### config.mk
export PLATFORM = sky130hd
export DESIGN_NAME = trap_csr_bank
export DESIGN_NICKNAME = d
export VERILOG_FILES = /design/src/rtl/trap_csr_pkg.sv /design/src/rtl/csr_status_view.sv /design/src/rtl/csr_irq_view.sv /design/src/rtl/csr_plain_regs.sv /design/src/rtl/trap_csr_bank.sv
export SDC_FILE = /design/constraint.sdc
export NUM_CORES = 1
export LEC_CHECK = 0
export CAP_MARGIN = 20
export CORE_MARGIN = 2
export CORE_UTILIZATION = 30
export DETAILED_ROUTE_END_ITERATION = 10
export GPL_ROUTABILITY_DRIVEN = 0
export PLACE_DENSITY_LB_ADDON = 0.12
export SLEW_MARGIN = 0
export SYNTH_ARGS = -nofsm -noshare
export SYNTH_HDL_FRONTEND = slang
export SYNTH_SLANG_ARGS = --single-unit
export TNS_END_PERCENT = 30
### constraint.sdc
create_clock -name clk -period 4.99 [get_ports clk]
set_input_delay 0.998 -clock clk [delete_from_list [all_inputs] [get_ports clk]]
set_output_delay 0.998 -clock clk [all_outputs]
set_load 0.02 [all_outputs]
### src/rtl/trap_csr_pkg.sv
package trap_csr_pkg;

   localparam int unsigned CSR_AW = 12;

   // Address map: these codes are what software issues, so they are behaviour
   localparam logic [CSR_AW-1:0] A_MSTATUS  = 12'h300;
   localparam logic [CSR_AW-1:0] A_SSTATUS  = 12'h100;
   localparam logic [CSR_AW-1:0] A_MIDELEG  = 12'h303;
   localparam logic [CSR_AW-1:0] A_MIE      = 12'h304;
   localparam logic [CSR_AW-1:0] A_SIE      = 12'h104;
   localparam logic [CSR_AW-1:0] A_MIP      = 12'h344;
   localparam logic [CSR_AW-1:0] A_SIP      = 12'h144;
   localparam logic [CSR_AW-1:0] A_MSCRATCH = 12'h340;
   localparam logic [CSR_AW-1:0] A_SSCRATCH = 12'h140;
   localparam logic [CSR_AW-1:0] A_MEPC     = 12'h341;
   localparam logic [CSR_AW-1:0] A_SEPC     = 12'h141;
   localparam logic [CSR_AW-1:0] A_TSEL     = 12'h7A0;

   // Status word: legal bits and the supervisor window onto them
   localparam logic [31:0] STATUS_WMASK = 32'h000C_19AA;
   localparam logic [31:0] SSTATUS_VIEW = 32'h000C_0122;
   localparam int unsigned MPP_LSB      = 11;
   localparam logic [1:0]  MPP_RESERVED = 2'b10;

   typedef enum logic [3:0] {
      SEL_NONE,
      SEL_MSTATUS,
      SEL_SSTATUS,
      SEL_MIDELEG,
      SEL_MIE,
      SEL_SIE,
      SEL_MIP,
      SEL_SIP,
      SEL_MSCRATCH,
      SEL_SSCRATCH,
      SEL_MEPC,
      SEL_SEPC,
      SEL_TSEL
   } csr_sel_e;

   localparam int unsigned NSEL = 13;

   // Slots inside the plain storage bank
   localparam int unsigned PL_MSCR = 0;
   localparam int unsigned PL_SSCR = 1;
   localparam int unsigned PL_MEPC = 2;
   localparam int unsigned PL_SEPC = 3;
   localparam int unsigned PL_TSEL = 4;
   localparam int unsigned NPLAIN  = 5;

   function automatic csr_sel_e csr_decode(input logic [CSR_AW-1:0] a);
      csr_sel_e s;
      case (a)
         A_MSTATUS:  s = SEL_MSTATUS;
         A_SSTATUS:  s = SEL_SSTATUS;
         A_MIDELEG:  s = SEL_MIDELEG;
         A_MIE:      s = SEL_MIE;
         A_SIE:      s = SEL_SIE;
         A_MIP:      s = SEL_MIP;
         A_SIP:      s = SEL_SIP;
         A_MSCRATCH: s = SEL_MSCRATCH;
         A_SSCRATCH: s = SEL_SSCRATCH;
         A_MEPC:     s = SEL_MEPC;
         A_SEPC:     s = SEL_SEPC;
         A_TSEL:     s = SEL_TSEL;
         default:    s = SEL_NONE;
      endcase
      return s;
   endfunction

endpackage

### src/rtl/csr_status_view.sv
module csr_status_view
   import trap_csr_pkg::*;
#(
   parameter int unsigned XLEN = 32
) (
   input  logic            clk,
   input  logic            rst_n,
   input  logic            we_mach,
   input  logic            we_sup,
   input  logic [XLEN-1:0] wdata,
   output logic [XLEN-1:0] mstatus_o,
   output logic [XLEN-1:0] sstatus_o
);

   localparam logic [XLEN-1:0] WMASK = XLEN'(STATUS_WMASK);
   localparam logic [XLEN-1:0] SMASK = XLEN'(SSTATUS_VIEW);

   if (XLEN < 20) begin : g_bad_xlen
      $error("csr_status_view: XLEN must cover bit 19");
   end

   logic [XLEN-1:0] st_q;
   logic [XLEN-1:0] st_d;
   logic [XLEN-1:0] legal_m;

   always_comb begin
      legal_m = wdata & WMASK;
      // refuse the reserved previous-privilege code, keep the old one
      if (legal_m[MPP_LSB +: 2] == MPP_RESERVED) begin
         legal_m[MPP_LSB +: 2] = st_q[MPP_LSB +: 2];
      end
      st_d = st_q;
      if (we_mach) begin
         st_d = legal_m;
      end else if (we_sup) begin
         st_d = (st_q & ~SMASK) | (wdata & SMASK);
      end
   end

   always_ff @(posedge clk) begin
      if (!rst_n) begin
         st_q <= '0;
      end else begin
         st_q <= st_d;
      end
   end

   assign mstatus_o = st_q;
   assign sstatus_o = st_q & SMASK;

endmodule

### src/rtl/csr_irq_view.sv
module csr_irq_view #(
   parameter int unsigned     XLEN         = 32,
   parameter logic [XLEN-1:0] DELEG_MASK   = XLEN'(32'h222),
   parameter logic [XLEN-1:0] MIE_MASK     = XLEN'(32'hAAA),
   parameter logic [XLEN-1:0] MIP_SW_MASK  = XLEN'(32'h222),
   parameter logic [XLEN-1:0] HW_PEND_MASK = XLEN'(32'hAAA)
) (
   input  logic            clk,
   input  logic            rst_n,
   input  logic            we_deleg,
   input  logic            we_mie,
   input  logic            we_sie,
   input  logic            we_mip,
   input  logic            we_sip,
   input  logic [XLEN-1:0] wdata,
   input  logic [XLEN-1:0] hw_pending,
   output logic [XLEN-1:0] mideleg_o,
   output logic [XLEN-1:0] mie_o,
   output logic [XLEN-1:0] sie_o,
   output logic [XLEN-1:0] mip_o,
   output logic [XLEN-1:0] sip_o,
   output logic [XLEN-1:0] mip_sw_o
);

   if ((DELEG_MASK & ~MIE_MASK) != '0) begin : g_bad_deleg
      $error("csr_irq_view: delegable bits must be enable bits");
   end
   if ((MIP_SW_MASK & ~MIE_MASK) != '0) begin : g_bad_swp
      $error("csr_irq_view: software pending bits must be enable bits");
   end
   if ((HW_PEND_MASK & ~MIE_MASK) != '0) begin : g_bad_hwp
      $error("csr_irq_view: hardware pending bits must be enable bits");
   end

   logic [XLEN-1:0] deleg_q;
   logic [XLEN-1:0] ie_q;
   logic [XLEN-1:0] ipsw_q;
   logic [XLEN-1:0] hw_eff;
   logic            unused_hw;

   always_ff @(posedge clk) begin
      if (!rst_n) begin
         deleg_q <= '0;
         ie_q    <= '0;
         ipsw_q  <= '0;
      end else begin
         if (we_deleg) begin
            deleg_q <= wdata & DELEG_MASK;
         end
         if (we_mie) begin
            ie_q <= wdata & MIE_MASK;
         end else if (we_sie) begin
            ie_q <= (ie_q & ~deleg_q) | (wdata & deleg_q);
         end
         if (we_mip) begin
            ipsw_q <= wdata & MIP_SW_MASK;
         end else if (we_sip) begin
            ipsw_q <= (ipsw_q & ~deleg_q) | (wdata & deleg_q & MIP_SW_MASK);
         end
      end
   end

   assign hw_eff    = hw_pending & HW_PEND_MASK;
   assign unused_hw = ^(hw_pending & ~HW_PEND_MASK);

   assign mideleg_o = deleg_q;
   assign mie_o     = ie_q;
   assign sie_o     = ie_q & deleg_q;
   assign mip_o     = ipsw_q | hw_eff;
   assign sip_o     = (ipsw_q | hw_eff) & deleg_q;
   assign mip_sw_o  = ipsw_q;

endmodule

### src/rtl/csr_plain_regs.sv
module csr_plain_regs
   import trap_csr_pkg::*;
#(
   parameter int unsigned XLEN       = 32,
   parameter int unsigned ALIGN_MODE = 2
) (
   input  logic              clk,
   input  logic              rst_n,
   input  logic [NPLAIN-1:0] we,
   input  logic [XLEN-1:0]   wdata,
   input  logic              compressed_en,
   output logic [XLEN-1:0]   mscratch_o,
   output logic [XLEN-1:0]   sscratch_o,
   output logic [XLEN-1:0]   mepc_o,
   output logic [XLEN-1:0]   sepc_o,
   output logic [XLEN-1:0]   tsel_o
);

   localparam logic [XLEN-1:0] MASK_HALF = ~XLEN'(1);
   localparam logic [XLEN-1:0] MASK_WORD = ~XLEN'(3);

   if (ALIGN_MODE > 2) begin : g_bad_align
      $error("csr_plain_regs: ALIGN_MODE must be 0, 1 or 2");
   end

   logic [XLEN-1:0] store_q [NPLAIN];
   logic [XLEN-1:0] pc_mask;

   for (genvar i = 0; i < NPLAIN; i++) begin : g_slot
      always_ff @(posedge clk) begin
         if (!rst_n) begin
            store_q[i] <= '0;
         end else if (we[i]) begin
            store_q[i] <= wdata;
         end
      end
   end

   if (ALIGN_MODE == 0) begin : g_align_word
      logic unused_cmp;
      assign unused_cmp = compressed_en;
      assign pc_mask    = MASK_WORD;
   end else if (ALIGN_MODE == 1) begin : g_align_half
      logic unused_cmp;
      assign unused_cmp = compressed_en;
      assign pc_mask    = MASK_HALF;
   end else begin : g_align_runtime
      assign pc_mask = compressed_en ? MASK_HALF : MASK_WORD;
   end

   assign mscratch_o = store_q[PL_MSCR];
   assign sscratch_o = store_q[PL_SSCR];
   assign mepc_o     = store_q[PL_MEPC] & pc_mask;
   assign sepc_o     = store_q[PL_SEPC] & pc_mask;
   assign tsel_o     = ~store_q[PL_TSEL];

endmodule

### src/rtl/trap_csr_bank.sv
module trap_csr_bank
   import trap_csr_pkg::*;
#(
   parameter int unsigned     XLEN         = 32,
   parameter int unsigned     ALIGN_MODE   = 2,
   parameter logic [XLEN-1:0] DELEG_MASK   = XLEN'(32'h222),
   parameter logic [XLEN-1:0] MIE_MASK     = XLEN'(32'hAAA),
   parameter logic [XLEN-1:0] MIP_SW_MASK  = XLEN'(32'h222),
   parameter logic [XLEN-1:0] HW_PEND_MASK = XLEN'(32'hAAA)
) (
   input  logic              clk,
   input  logic              rst_n,
   input  logic              csr_wr_en,
   input  logic [CSR_AW-1:0] csr_addr,
   input  logic [XLEN-1:0]   csr_wdata,
   output logic [XLEN-1:0]   csr_rdata,
   input  logic              compressed_en,
   input  logic [XLEN-1:0]   hw_pending
);

   if (XLEN < 20) begin : g_bad_xlen
      $error("trap_csr_bank: XLEN below 20 cannot hold the status bits");
   end

   csr_sel_e          sel;
   logic [NSEL-1:0]   we_sel;
   logic [NPLAIN-1:0] we_plain;

   logic [XLEN-1:0] mstatus_v, sstatus_v;
   logic [XLEN-1:0] mideleg_v, mie_v, sie_v, mip_v, sip_v, mip_sw_v;
   logic [XLEN-1:0] mscr_v, sscr_v, mepc_v, sepc_v, tsel_v;

   always_comb begin
      sel    = csr_decode(csr_addr);
      we_sel = '0;
      if (csr_wr_en) begin
         we_sel[sel] = 1'b1;
      end
   end

   assign we_plain[PL_MSCR] = we_sel[SEL_MSCRATCH];
   assign we_plain[PL_SSCR] = we_sel[SEL_SSCRATCH];
   assign we_plain[PL_MEPC] = we_sel[SEL_MEPC];
   assign we_plain[PL_SEPC] = we_sel[SEL_SEPC];
   assign we_plain[PL_TSEL] = we_sel[SEL_TSEL];

   csr_status_view #(.XLEN(XLEN)) u_status (
      .clk       (clk),
      .rst_n     (rst_n),
      .we_mach   (we_sel[SEL_MSTATUS]),
      .we_sup    (we_sel[SEL_SSTATUS]),
      .wdata     (csr_wdata),
      .mstatus_o (mstatus_v),
      .sstatus_o (sstatus_v)
   );

   csr_irq_view #(
      .XLEN         (XLEN),
      .DELEG_MASK   (DELEG_MASK),
      .MIE_MASK     (MIE_MASK),
      .MIP_SW_MASK  (MIP_SW_MASK),
      .HW_PEND_MASK (HW_PEND_MASK)
   ) u_irq (
      .clk        (clk),
      .rst_n      (rst_n),
      .we_deleg   (we_sel[SEL_MIDELEG]),
      .we_mie     (we_sel[SEL_MIE]),
      .we_sie     (we_sel[SEL_SIE]),
      .we_mip     (we_sel[SEL_MIP]),
      .we_sip     (we_sel[SEL_SIP]),
      .wdata      (csr_wdata),
      .hw_pending (hw_pending),
      .mideleg_o  (mideleg_v),
      .mie_o      (mie_v),
      .sie_o      (sie_v),
      .mip_o      (mip_v),
      .sip_o      (sip_v),
      .mip_sw_o   (mip_sw_v)
   );

   csr_plain_regs #(
      .XLEN       (XLEN),
      .ALIGN_MODE (ALIGN_MODE)
   ) u_plain (
      .clk           (clk),
      .rst_n         (rst_n),
      .we            (we_plain),
      .wdata         (csr_wdata),
      .compressed_en (compressed_en),
      .mscratch_o    (mscr_v),
      .sscratch_o    (sscr_v),
      .mepc_o        (mepc_v),
      .sepc_o        (sepc_v),
      .tsel_o        (tsel_v)
   );

   always_comb begin
      unique case (sel)
         SEL_MSTATUS:  csr_rdata = mstatus_v;
         SEL_SSTATUS:  csr_rdata = sstatus_v;
         SEL_MIDELEG:  csr_rdata = mideleg_v;
         SEL_MIE:      csr_rdata = mie_v;
         SEL_SIE:      csr_rdata = sie_v;
         SEL_MIP:      csr_rdata = mip_v;
         SEL_SIP:      csr_rdata = sip_v;
         SEL_MSCRATCH: csr_rdata = mscr_v;
         SEL_SSCRATCH: csr_rdata = sscr_v;
         SEL_MEPC:     csr_rdata = mepc_v;
         SEL_SEPC:     csr_rdata = sepc_v;
         SEL_TSEL:     csr_rdata = tsel_v;
         default:      csr_rdata = '0;
      endcase
   end

endmodule

Word level (Yosys, flattened, before mapping). Memories as Yosys holds them, arrays and structs flattened. Cells that the tools add are included.

Bitwise operators: 19. Eq/ne operators: 26. Order comparisons: 2. Mux-type cells: 34. Reductions and logical operators: 8.

Operators by type and width (number): one-hot mux 32 bit (12 select lines) (1); two-way mux 32 bit (5); AND 32 bit (4); AND 32 x 10 -> 32 bit (3); equality test 12 x 10 -> 1 bit, second input constant (6); equality test 12 x 9 -> 1 bit, second input constant (5); one-hot mux 4 bit (12 select lines) (1); two-way mux 20 bit (2); NOT 10 -> 32 bit (1); NOT 32 bit (1); OR 32 x 10 -> 32 bit (1); OR 32 x 12 -> 32 bit (1); OR 32 x 20 -> 32 bit (1); OR 32 bit (1); two-way mux 12 bit (2); equality test 4 bit, second input constant (5); two-way mux 10 bit (2); two-way mux 1 bit (17); equality test 4 x 3 -> 1 bit, second input constant (4); two-way mux 13 bit (1); equality test 12 x 11 -> 1 bit, second input constant (1); equality test 4 x 2 -> 1 bit, second input constant (2); nonzero test 2 bit (3); OR reduction 2 bit (3); 11 further kinds (16).

Memory bits (writable): 160. Memories kept: 1. Output and inout port bits: 32. Register bits after elaboration: 99. Input port bits: 80. Logic and storage cells: 98.

Memories: u_plain.store_q (words 5, bits a word 32, rd ports 5, clocked after Yosys merged registers in 0, write ports 5, RTL line csr_plain_regs.sv:26) `logic [XLEN-1:0] store_q [NPLAIN];`.

Logic depth before layout (Yosys ltp).
Word-level depth: 11. Depth in mapped cells: 8.

By module. Synthesis repeated with hierarchy kept, for this count alone.

Cell total of the unflattened synthesis: 1245. Area, all modules: 12719.7 um^2.

By module, submodules not included: csr_plain_regs (sequential area each 4744.6 um^2, cells an instance 451, area an instance 6577.6 um^2, instances 1); trap_csr_bank (sequential area each 0.0 um^2, cells an instance 473, area an instance 3528.4 um^2, instances 1); csr_irq_view (sequential area each 240.2 um^2, cells an instance 228, area an instance 1824.2 um^2, instances 1); csr_status_view (sequential area each 180.2 um^2, cells an instance 93, area an instance 789.5 um^2, instances 1).

Worst setup path before layout. Ideal clock, no wire load.

Path type: input-to-reg. From: in csr_addr[7]. To: mem u_plain.store_q[2][10], enable pin. Stages: 8. Required time: 4.528 ns. Arrival time: 4.746 ns. Setup slack: -0.218 ns. Path buffers: 3. Path through: or3_1 buf_6 nor2_1 nand3_1 or2_2 buf_2 buf_2 o21ai_0.

RTL lines: from (decl) (RTL line trap_csr_bank.sv:14) `input logic [CSR_AW-1:0] csr_addr,`; to (decl) (RTL line csr_plain_regs.sv:26).

Worst setup path in the final report.
From: in csr_addr[8]. To: out csr_rdata[3].

Word-level cells in the longest chain between the ends: 4.

Ends and longest elaborated chain: equality test 12 x 11 -> 1 bit, or another cell as far along (RTL line trap_csr_pkg.sv:53) `case (a)`; one-hot mux 4 bit (12 select lines) * (RTL line trap_csr_pkg.sv:53); equality test 4 bit, or another cell as far along (RTL line trap_csr_bank.sv:98) `unique case (sel)`; one-hot mux 32 bit (12 select lines) * (RTL line trap_csr_bank.sv:98); to (decl) (RTL line trap_csr_bank.sv:16) `output logic [XLEN-1:0] csr_rdata,`.

Every way passes the cells marked *; elsewhere a longest branch is shown, timed or not.

==> metrics.txt <==
Post-synth EDFFs=158; Clk pin slew, worst setup/hold paths=0.07 ns; syn nets=729; clock root buffer=clkbuf_16; Critical Path AT=3.83 ns; crit end category=output pin; Crit Path Class=primary input to output pin; drt pass-1 iters=5; placed insts=1070; CP Data Required Time=3.99 ns; ANT nets after route=0; DRC=0; WL/cell=20.9 µm; Num CTS Buffers=17; pwr dens=317 mW/mm²; total grt overflow=0; top post-synthesis cells by area=edfxtp_1 58%, and2_1 12%, dfxtp_1 5.1%; final cycle utilization of the critical path=96.8%; FFs w/ async S/R, synth=0%; Tot GR Track Use=16.5%; top_reg_cell synth=edfxtp_1; # hold bufs at CTS=0; n_diodes=0; leading area contributor after synthesis=edfxtp_1; Initial DRC Count=469; Max IR drop VDD=194 µV; clock latency on the worst-skew pair=0.43 ns; vias per inst=5.06; Area Overhead vs Synth=26.6%; H-tree depth=4; detailed-route via count=5578; leak pwr=3.74 nW; Seq/Total Area, Yosys=62.9%; Filler Cell Count=2596; DIE AREA=0.0287 mm²; post-detail-place hpwl=14100 µm; final hold vios=0; clock skew=0.00751 ns; Die X=169 µm; worst hold slack=0.463 ns; status=finished, final reports clean; Yosys cell types=55; fin crit period=4.83 ns; # rows=60; IO Count=112; CP Max Fanout=8; final worst slack=0.158 ns; initial antenna violation count=0; final setup fails=0; Worst slew margin=31.7%; DRT Wirelength=23000 µm; CORE AREA=0.0269 mm²; wire length of the first global-routing pass=35000 µm; CTS tree=done; Max Freq=207 MHz; yosys warns=0; ratio of cells with drive above 1 in the final layout=11.8%; mapped cell area=0.00821 mm²; Initial Utilization=30.5%; pin count of the biggest net entering global routing=35; Synth Register Bits=179; Post-Layout Cell Count=1102; max-cap viol count=0; Worst-Margin Slew=0.998 ns; clk sinks=179; Hold Crit Class=register to register; top-area cell type share of the netlist area=57.8%; layout net count=828; startpoint class of the critical path=primary input; vias in the first global route=5728; clock buffer depth=2; DIE HEIGHT=169 µm; Port Buffer Count=85; Mapped Cells=649; Placement Setup Slack=0.0285 ns; Max Slew Vio Count=0; average size of a mapped cell=12.6 µm²
==> cell usage after synthesis, types with 3 or more instances <==
master     count
and2_1       159
o2bb2ai_1      3
a222oi_1      23
and3_1         4
dfxtp_1       21
a2bb2oi_1      3
nand3_1        7
nor4_4         3
inv_1         29
nand2_1       42
o21ai_0       16
mux2i_1       24
a2111o_1       3
nor4b_1        4
edfxtp_1     158
a211o_1        4
a22oi_1        3
or3_1          3
o2111ai_1      4
nor2b_1       10
nor3_1         8
o221ai_1      22
clkbuf_1      26
a32oi_1        4
buf_2         18
nor2_1        12
a21oi_1        3
==> registers in the layout (all words and copies together), names as in the netlist, named ones only <==
register and cells:
u_plain.store_q 158, u_irq.mie_o 3, u_irq.mideleg_o 3, u_status.mstatus_o 9
==> per-layer routing <==
metal	track usage [%]	wire length (µm)	vias to the layer above	part of all wire, %
met1	21.6	10200	2817	44
met4	3.86	229	0	0.99
li1	-	-	2605	-
met5	0	0	-	0
met3	3.33	1080	17	4.7
met2	28.1	11500	139	50
==> worst paths after layout <==
path                                         start         endpoint  slack (ns)  cells past startpoint
worst max-delay path                   csr_addr[8]     csr_rdata[3]        0.16                      8
worst min-delay path               u_irq.mie_o[11]  u_irq.mie_o[11]        0.46                      2
worst max register to register  u_irq.mideleg_o[1]         register        3.93                      3
worst min register to register     u_irq.mie_o[11]  u_irq.mie_o[11]        0.46                      2
==> where the power goes <==
part,switching (mW),internal (mW),leakage (nW)
Clock,0.655,0.773,0.301
Sequential,0.0178,1.69,1.67
Combinational,0.0915,0.0652,1.77
==> critical path, cell delays in order <==
cell and delay [ns]:
clkdlybuf4s50_1 0.48, or3b_1 0.40, or2_4 0.28, a211o_1 0.41, buf_4 0.20, a32oi_1 0.31, o2111ai_1 0.18, clkdlybuf4s50_1 0.57
==> area by class of cell <==
class / count / area [µm²] / share of cell area (%)
Inverter: 29 / 109 / 1.05
Clock inverter: 15 / 213 / 2.05
Tap cell: 341 / 427 / 4.11
Timing Repair Buffer: 127 / 1280 / 12.3
Clock buffer: 17 / 425 / 4.10
Multi-Input combinational cell: 394 / 2770 / 26.6
Sequential cell: 179 / 5160 / 49.7
==> timing repair <==
item	CTS	global route
buffers inserted	0	0
setup endpoints to repair	0	3
hold endpoints to repair	0	0
resized for setup	0	4
==> layout by cell type, fill, tap and decap left out, drive strengths merged, types with 2 or more instances in the layout <==
master / n
edfxtp: 158
o221ai: 22
and2: 159
o21a: 2
o221a: 2
o2111ai: 4
dfxtp: 21
nor2b: 10
o211ai: 2
or2: 2
o21ai: 16
clkbuf: 17
inv: 35
mux2i: 24
and3: 4
a22oi: 3
a2111o: 3
nand2: 42
nor2: 13
a222oi: 23
o2bb2ai: 3
a211o: 4
clkinv: 4
nand3: 7
clkinvlp: 3
buf: 42
a32oi: 4
nor4: 5
a2bb2oi: 3
or3: 3
a21boi: 2
a21oi: 3
a221o: 2
nor4b: 5
nor3: 8
bufinv: 2
clkdlybuf4s50: 84
==> stage by stage <==
stage / setup TNS, ns / total power, mW / util, % / instance area (µm²)
3_3_place_gp: 0 / 1.89 / 36.2 / 9730
2_1_floorplan: -5.01 / 1.79 / - / 8210
5_1_grt: -0.0209 / 3.40 / 38.6 / 10400
3_5_place_dp: 0 / 1.90 / 36.2 / 9730
4_1_cts: 0 / 3.33 / 38.6 / 10400
6_report: 0 / 3.29 / 38.6 / 10400
==> logic make-up after synthesis <==
group,count (synthesis),share of synthesized area (%)
xor gates and xnor gates,2,0.214
and+or+nand+nor,266,19.5
AOI/OAI and AO/OA,101,10.3
buffers and inverters,76,3.93
muxes,25,3.06
DFF,179,62.9
No activity file was read; power rests on OpenSTA's default activity.
